File: config.mk
export PLATFORM = sky130hd
export DESIGN_NAME = rxd_tracker
export DESIGN_NICKNAME = d
export VERILOG_FILES = /design/src/rtl/rxd_pkg.sv /design/src/rtl/rxd_fifo.sv /design/src/rtl/rxd_ctrl.sv /design/src/rtl/rxd_dp.sv /design/src/rtl/rxd_tracker.sv
export SDC_FILE = /design/constraint.sdc
export NUM_CORES = 1
export LEC_CHECK = 0
export CAP_MARGIN = 10
export CORE_ASPECT_RATIO = 1.25
export CORE_MARGIN = 3
export CORE_UTILIZATION = 50
export DETAILED_ROUTE_END_ITERATION = 8
export DONT_BUFFER_PORTS = 1
export MAX_ROUTING_LAYER = met4
export PLACE_DENSITY_LB_ADDON = 0.25
export SYNTH_ARGS = -nofsm -noshare
export SYNTH_HDL_FRONTEND = slang
export SYNTH_SLANG_ARGS = --single-unit
File: constraint.sdc
create_clock -name clk -period 10.1 [get_ports clk]
set_input_delay 2.525 -clock clk [delete_from_list [all_inputs] [get_ports clk]]
set_output_delay 2.525 -clock clk [all_outputs]
set_load 0.05 [all_outputs]
File: src/rtl/rxd_pkg.sv
package rxd_pkg;
  // Strobes from control to datapath, one cycle wide.
  typedef struct packed {
    logic accept;   // beat taken this cycle
    logic close;    // the current descriptor ends with this beat
    logic sofBeat;  // this beat opens a packet
  } rxdStrobe_t;
endpackage

File: src/rtl/rxd_fifo.sv
module rxd_fifo #(
  parameter int W     = 8,
  parameter int DEPTH = 4
) (
  input  logic         clk,
  input  logic         rstN,
  input  logic         push,
  input  logic [W-1:0] wdata,
  input  logic         pop,
  output logic [W-1:0] rdata,
  output logic         empty,
  output logic         full
);
  localparam int PW = (DEPTH > 1) ? $clog2(DEPTH) : 1;
  localparam int CW = $clog2(DEPTH + 1);

  logic [W-1:0]  mem [DEPTH];
  logic [PW-1:0] wrPtr, rdPtr;
  logic [CW-1:0] count;
  logic          doPush, doPop;

  assign empty  = (count == '0);
  assign full   = (count == CW'(DEPTH));
  assign doPush = push & ~full;
  assign doPop  = pop & ~empty;
  assign rdata  = mem[rdPtr];

  function automatic logic [PW-1:0] nextPtr(input logic [PW-1:0] p);
    return (p == PW'(DEPTH - 1)) ? '0 : p + 1'b1;
  endfunction

  always_ff @(posedge clk) begin
    if (doPush) mem[wrPtr] <= wdata;
  end

  always_ff @(posedge clk) begin
    if (!rstN) begin
      wrPtr <= '0;
      rdPtr <= '0;
      count <= '0;
    end else begin
      if (doPush) wrPtr <= nextPtr(wrPtr);
      if (doPop)  rdPtr <= nextPtr(rdPtr);
      case ({doPush, doPop})
        2'b10:   count <= count + 1'b1;
        2'b01:   count <= count - 1'b1;
        default: count <= count;
      endcase
    end
  end
endmodule

File: src/rtl/rxd_ctrl.sv
module rxd_ctrl
  import rxd_pkg::*;
(
  input  logic       clk,
  input  logic       rstN,
  input  logic       tvalid,
  input  logic       tlast,
  input  logic       descAvail,
  input  logic       cmplSpace,
  input  logic       lenHit,
  input  logic       descPush,
  input  logic       descFull,
  output logic       tready,
  output rxdStrobe_t strobe,
  output logic       inPacket,
  output logic       statSof,
  output logic       statEof,
  output logic       errOverflow
);
  logic expectSof;
  logic accept;

  assign tready         = descAvail & cmplSpace;
  assign accept         = tvalid & tready;
  assign strobe.accept  = accept;
  assign strobe.close   = accept & (tlast | lenHit);
  assign strobe.sofBeat = expectSof;

  always_ff @(posedge clk) begin
    if (!rstN) begin
      expectSof   <= 1'b1;
      inPacket    <= 1'b0;
      statSof     <= 1'b0;
      statEof     <= 1'b0;
      errOverflow <= 1'b0;
    end else begin
      if (accept) begin
        expectSof <= tlast;
        inPacket  <= ~tlast;
        statSof   <= expectSof;
        statEof   <= tlast;
      end
      if (descPush && descFull) errOverflow <= 1'b1;
    end
  end
endmodule

File: src/rtl/rxd_dp.sv
module rxd_dp
  import rxd_pkg::*;
#(
  parameter int DW = 32,
  parameter int AW = 32,
  parameter int LW = 16
) (
  input  logic          clk,
  input  logic          rstN,
  input  rxdStrobe_t    strobe,
  input  logic [DW-1:0] tdata,
  input  logic [AW-1:0] descBase,
  input  logic [LW-1:0] descLen,
  output logic          lenHit,
  output logic [LW-1:0] cmplBytes,
  output logic          cmplSof,
  output logic          wrValid,
  output logic [AW-1:0] wrAddr,
  output logic [DW-1:0] wrData
);
  localparam int          BPB  = DW / 8;
  localparam logic [LW:0] STEP = (LW+1)'(BPB);

  logic [LW-1:0] byteCnt;
  logic          descSofReg;
  logic          firstBeat;
  logic [LW:0]   sumWide;

  assign firstBeat = (byteCnt == '0);
  assign sumWide   = {1'b0, byteCnt} + STEP;
  assign lenHit    = (sumWide >= {1'b0, descLen});
  assign cmplBytes = sumWide[LW-1:0];
  assign cmplSof   = firstBeat ? strobe.sofBeat : descSofReg;

  always_ff @(posedge clk) begin
    if (!rstN) begin
      byteCnt    <= '0;
      descSofReg <= 1'b0;
      wrValid    <= 1'b0;
      wrAddr     <= '0;
      wrData     <= '0;
    end else begin
      wrValid <= strobe.accept;
      if (strobe.accept) begin
        wrAddr <= descBase + AW'(byteCnt);
        wrData <= tdata;
        if (strobe.close) begin
          byteCnt    <= '0;
          descSofReg <= 1'b0;
        end else begin
          byteCnt <= sumWide[LW-1:0];
          if (firstBeat) descSofReg <= strobe.sofBeat;
        end
      end
    end
  end
endmodule

File: src/rtl/rxd_tracker.sv
module rxd_tracker
  import rxd_pkg::*;
#(
  parameter int DW         = 32,
  parameter int AW         = 32,
  parameter int LW         = 16,
  parameter int DESC_DEPTH = 4,
  parameter int CMPL_DEPTH = 4
) (
  input  logic          clk,
  input  logic          rstN,
  input  logic [DW-1:0] sData,
  input  logic          sValid,
  input  logic          sLast,
  output logic          sReady,
  input  logic          descPush,
  input  logic [AW-1:0] descBase,
  input  logic [LW-1:0] descLen,
  input  logic          cmplPop,
  output logic          cmplValid,
  output logic [LW-1:0] cmplBytes,
  output logic          cmplSof,
  output logic          cmplEof,
  output logic          wrValid,
  output logic [AW-1:0] wrAddr,
  output logic [DW-1:0] wrData,
  output logic          inPacket,
  output logic          statSof,
  output logic          statEof,
  output logic          errOverflow
);
  localparam int DESC_W = AW + LW;
  localparam int CMPL_W = LW + 2;

  rxdStrobe_t        strobe;
  logic [DESC_W-1:0] descHead;
  logic              descEmpty, descFull;
  logic [CMPL_W-1:0] cmplIn, cmplHead;
  logic              cmplEmpty, cmplFull;
  logic              lenHit, curSof;
  logic [LW-1:0]     curBytes;

  rxd_fifo #(.W(DESC_W), .DEPTH(DESC_DEPTH)) u_descQ (
    .clk(clk), .rstN(rstN),
    .push(descPush), .wdata({descBase, descLen}),
    .pop(strobe.close), .rdata(descHead),
    .empty(descEmpty), .full(descFull)
  );

  rxd_ctrl u_ctrl (
    .clk(clk), .rstN(rstN),
    .tvalid(sValid), .tlast(sLast),
    .descAvail(~descEmpty), .cmplSpace(~cmplFull),
    .lenHit(lenHit), .descPush(descPush), .descFull(descFull),
    .tready(sReady), .strobe(strobe),
    .inPacket(inPacket), .statSof(statSof), .statEof(statEof),
    .errOverflow(errOverflow)
  );

  rxd_dp #(.DW(DW), .AW(AW), .LW(LW)) u_dp (
    .clk(clk), .rstN(rstN), .strobe(strobe), .tdata(sData),
    .descBase(descHead[DESC_W-1:LW]), .descLen(descHead[LW-1:0]),
    .lenHit(lenHit), .cmplBytes(curBytes), .cmplSof(curSof),
    .wrValid(wrValid), .wrAddr(wrAddr), .wrData(wrData)
  );

  assign cmplIn = {curBytes, curSof, sLast};

  rxd_fifo #(.W(CMPL_W), .DEPTH(CMPL_DEPTH)) u_cmplQ (
    .clk(clk), .rstN(rstN),
    .push(strobe.close), .wdata(cmplIn),
    .pop(cmplPop), .rdata(cmplHead),
    .empty(cmplEmpty), .full(cmplFull)
  );

  assign cmplValid = ~cmplEmpty;
  assign cmplBytes = cmplHead[CMPL_W-1:2];
  assign cmplSof   = cmplHead[1];
  assign cmplEof   = cmplHead[0];
endmodule

# Word level (Yosys, flattened, before mapping)
# Memories as Yosys holds them, arrays and structs flattened. A register that Yosys moved wholly into a read port is not among the register bits.
# Index checks and enable logic that the tools add are counted.
# Widths: inputs -> output; s select.
[totals]
ff_bits = 101
mem_bits_rw = 264
input_bits = 86
output_inout_bits = 89
word_cells = 75
memories = 2
[op_classes]
addsub = 10
magnitude_cmp = 1
eq_ne = 10
mux = 17
bitwise = 13
reduce_logical = 6
[memory_table]
columns = ["memory", "depth", "width", "read_ports", "rd_ports_with_merged_regs", "wr", "line_no", "source"]
rows = [
  ["u_descQ.mem", 4, 48, 1, 1, 1, "rxd_fifo.sv:17", "logic [W-1:0] mem [DEPTH];"],
  ["u_cmplQ.mem", 4, 18, 1, 1, 1, "rxd_fifo.sv:17", ""],
]
[op_table]
columns = ["operator", "n"]
rows = [
  ["$add 32x16->32", 1],
  ["$add 16x3->17 const B", 1],
  ["$ge 17x16->1", 1],
  ["$logic_not 16->1", 1],
  ["$mux 16", 1],
  ["$mux 2", 8],
  ["$eq 2x2->1 const B", 6],
  ["$pmux 3 s2", 2],
  ["$add 2x1->2 const B", 4],
  ["$and 1x1->1", 7],
  ["$add 3x1->3 const B", 2],
  ["$eq 3x3->1 const B", 2],
  ["$logic_not 3->1", 2],
  ["$mux 1", 6],
  ["$sub 3x1->3 const B", 2],
  ["$not 1->1", 5],
  ["$eq 2x1->1 const B", 2],
  ["$reduce_bool 2->1", 2],
  ["$logic_and 1x1->1", 1],
  ["$or 1x1->1", 1],
]

# Logic depth before layout (Yosys ltp)
[depth]
ltp_word = 8
depth_mapped = 19
depth_no_buf = 17

# Cells and area by module
# From an unflattened synthesis, not the netlist that was laid out.
[unflattened]
cells_unflattened = 1045
hier_area_um2 = 15623.7
[by_module_without_submodules]
columns = ["module", "n_inst", "cells_per_inst", "area_each_um2", "seq_area_each_um2"]
rows = [
  ["rxd_fifo at u_descQ", 1, 306, 7405.9, 5945.7],
  ["rxd_dp", 1, 561, 4838.4, 1601.5],
  ["rxd_fifo at u_cmplQ", 1, 150, 3133.0, 2342.2],
  ["rxd_ctrl", 1, 25, 235.2, 100.1],
  ["rxd_tracker", 1, 3, 11.3, 0.0],
]

# Least setup slack after synthesis
# Ideal clock, no wire load.
[synth_path]
path_type = "register to output"
start = "reg with a tool-made name"
end = "out cmplBytes[10]"
t_arrival_ns = 1.947
t_required_ns = 7.575
path_slack_ns = 5.628
path_stages_with_launch = 4
path_buffers = 2
path_cell_list = "dfxtp_1 -> clkbuf_1 -> buf_1 -> mux4_2"
[synth_lines]
columns = ["item", "line_no", "source"]
rows = [
  ["end, declared", "rxd_tracker.sv:21", "output logic [LW-1:0] cmplBytes,"],
]

==> summary.md <==
| Metric | Value |
|---|---|
| Outcome | `complete, no violations` |
| First-pass GRT wire length | `49.8 mm` |
| Compound-gate portion of the synthesized area | `0.0814` |
| Placed cell count | `1433` |
| Worst R2R End | `u_cmplQ.count[2]` |
| Fin. max-slew vios | `0` |
| Vias in the first global route | `8837` |
| Synth Area in XOR/XNOR | `0.0173` |
| Sequential Area | `9750 um^2` |
| CTS buffer count | `37` |
| Crit-path max FO | `28` |
| Number of synthesized flops with an enable pin | `256` |
| DRT Wirelength | `31.8 mm` |
| Total global routing overflow | `0` |
| Commonest non-fill, non-tap cells in the layout | `edfxtp_1 (256), nand2_1 (129), dfxtp_1 (101)` |
| Antenna violations before repair | `0` |
| Fin util | `0.564` |
| Total vias in the final route | `8738` |
| Fin crit share | `0.486` |
| CP Capture Point | `u_cmplQ.count[2]` |
| Crit path kind | `reg2reg` |
| Total track usage | `0.202` |
| Worst setup margin | `5190 ps` |
| Hold path startpoint | `u_dp.descSofReg` |
| Final Net Count | `~1200` |
| CTS tree | `yes` |
| Worst r2r path cells | `16` |
| Largest net degree at the start of global routing | `75` |
| Setup Viol. Count Final | `0` |
| DRT iter0 DRCs | `681` |
| Pwr per Cell Area | `230 nW/um^2` |
| Crit path time final | `roughly 4900 ps` |
| RSZ-0062 raised after global routing | `false` |
| ANT cells | `0` |
| F_max | `204 MHz` |
| Maxcap violations | `0` |
| Initial Utilization | `0.512` |
| Routability Congestion | `0.848` |
| Setup bufs post-CTS | `0` |
| Post-Synthesis Cells | `1082` |
| DIE HEIGHT | `201 um` |
| Share of cells above drive strength 1 | `0.138` |
| Clk_skew | `9.23 ps` |
| Worst slew pin tran | `1220 ps` |
| Simple-Gate Fraction of Synth Area | `0.0942` |
| Most common cell after layout, fill and taps aside | `edfxtp_1` |
| Worst slack, placed | `a little over 5000 ps` |
| Hold Path Class | `reg2reg` |
| Final hold vios | `0` |
| DR DRC count | `0` |
| DRT Pass-1 Iters | `5` |
| Adder-Cell Fraction of Synth Area | `0.0389` |
| Worst-Skew Late Latency | `just over 500 ps` |
| Setup crit end kind | `flip-flop` |
| Chip width | `approximately 160 um` |
| Core area | `between 20000 and 30000 um^2` |
| Sink Count | `~360` |
| Hold_buf cts | `0` |
| Number of fill cells | `about 2400` |
| Vias/cell | `slightly below 6` |
| Routed len/inst | `about 21 um` |
| Req. time, crit path | `~11000 ps` |
| Die area | `32500 um^2` |
| Post-Syn Area | `15200 um^2` |
| Clk slew on worst S/H paths | `approximately 60 ps` |
| Crit path DAT | `about 5400 ps` |
| Cts repair resizes | `0` |
| Setup TNS | `0 ps` |
| Top_reg_cell synth | `edfxtp_1` |
| Placement Rows | `70` |
| Register area share after synthesis | `0.643` |
| Synth Area per Inst | `14.0 um^2` |
| Synth Warn # | `0` |
| Slew margin rel. | `0.184` |
| Multi-input logic area | `5020 um^2` |
| # IOs | `175` |
| Non-Filler Instances | `1500` |
| Area Growth Syn to Fin | `10.0%` |
| Crit start category | `flip-flop` |
| Root buffer cell | `clkbuf_16` |
| #FFs+latches synth | `359` |
| CTS Buffer Depth | `3` |
| Post-synthesis mux area share | `0.0969` |
| Pleak | `5.62 nW` |
| Largest family of logic cells by synthesized area | `multiplexers` |
| Unique masters post-synth | `73` |
| Asr flop ratio synth | `0` |
| Htree depth | `2` |
| IO buf count | `0` |
| Routed Antenna Nets | `0` |
| R2R setup slack | `5190 ps` |
| Worst vdd ir | `0.000175 V` |
| Detailed Place HPWL | `between 20 and 25 mm` |
[worst min-delay path by stage]
stage	to	slack (ps)	cells past startpoint
after floorplan	u_dp.descSofReg	430	2
after global placement	u_dp.descSofReg	440	2
after detailed placement	u_dp.descSofReg	460	2
after CTS	u_dp.descSofReg	470	2
after global routing	u_dp.descSofReg	480	2
final	u_dp.descSofReg	470	2
[kinds of logic after synthesis]
family	count (synthesis)
flip-flops	359
AO/OA/AOI/OAI	187
other	1
XOR/XNOR	30
AND/OR/NAND/NOR	292
adder cells (fa/ha/maj)	46
multiplexers	68
buffers and inverters	99
[per-layer routing]
| metal | wire length, um | part of all wire | global-route usage |
|---|---|---|---|
| met1 | 12400 | 0.39 | 0.241 |
| met5 | 0 | 0 | - |
| met3 | 2340 | 0.073 | 0.0506 |
| met4 | 799 | 0.025 | 0.0597 |
| met2 | 16300 | 0.51 | 0.340 |
[critical path, cell delays in order, from the launching register on]
cell and delay (ps):
dfxtp_4 670, buf_4 550, mux4_2 560, inv_1 70, ha_1 230, a21o_1 160, a211oi_1 320, nand2b_1 160
o31ai_4 580, a21oi_4 220, inv_2 80, ha_1 170, inv_1 60, fa_1 370, xor2_1 160, or3_1 310
a21oi_1 140
[registers in the layout (all words and copies together), names as in the netlist, named ones only]
register and flops:
u_cmplQ.count 3, u_cmplQ.mem 64, u_cmplQ.rdPtr 2, u_cmplQ.wrPtr 2, u_ctrl.errOverflow 1, u_ctrl.expectSof 1
u_ctrl.inPacket 1, u_ctrl.statEof 1, u_ctrl.statSof 1, u_descQ.count 3, u_descQ.mem 192, u_descQ.rdPtr 2
u_descQ.wrPtr 2, u_dp.byteCnt 14, u_dp.descSofReg 1, u_dp.wrAddr 32, u_dp.wrData 32, u_dp.wrValid 1
[layout make-up]
type                            instances  area share
Sequential cell                       359       0.585
Multi-Input combinational cell        626       0.301
Clock buffer                           52      0.0613
Tap cell                              396      0.0297
Clock inverter                         15     0.00967
Inverter                               41     0.00922
Timing Repair Buffer                   11     0.00495
[stage by stage]
stage	total power [mW]	hold slack (ps)	cell area, um^2
final	3.84	474	16700
after global routing	4.01	478	16700
after CTS	3.89	475	16700
after detailed placement	2.55	455	15500
after global placement	2.54	438	15500
after floorplan	2.42	428	15200
[cell usage after synthesis (3+ instances only)]
library cell / instances / area share
dfxtp_1: 103 / 0.14
nor2_1: 37 / 0.0092
xor2_1: 12 / 0.0069
a211oi_1: 13 / 0.0064
mux4_2: 59 / 0.088
a31o_2: 3 / 0.0017
nand3_1: 31 / 0.010
a21oi_1: 89 / 0.029
or4_1: 7 / 0.0035
o21ai_0: 17 / 0.0056
inv_1: 40 / 0.0099
o21a_1: 6 / 0.0030
a211o_1: 3 / 0.0017
ha_1: 44 / 0.036
mux2i_1: 5 / 0.0033
xnor2_1: 18 / 0.010
nor3_1: 15 / 0.0049
and3_1: 8 / 0.0033
a31oi_1: 4 / 0.0016
and2_1: 5 / 0.0021
nand3b_1: 3 / 0.0015
nand2_1: 130 / 0.032
buf_4: 3 / 0.0015
nor2b_1: 4 / 0.0016
o211ai_1: 5 / 0.0025
nand4b_1: 3 / 0.0017
a211oi_2: 3 / 0.0025
nand4_1: 28 / 0.012
clkbuf_1: 37 / 0.0092
edfxtp_1: 256 / 0.51
a21o_1: 11 / 0.0054
buf_2: 10 / 0.0033
or3_1: 8 / 0.0033
buf_1: 5 / 0.0012
mux4_1: 3 / 0.0052
o21bai_1: 5 / 0.0025
[power breakdown]
| group | switching (mW) | internal [mW] | total, mW |
|---|---|---|---|
| sequential | 0.253 | 1.70 | 1.95 |
| clock | 0.538 | 0.787 | 1.33 |
| combinational | 0.368 | 0.192 | 0.560 |
Note: power is estimated with default switching activity, not from simulation.
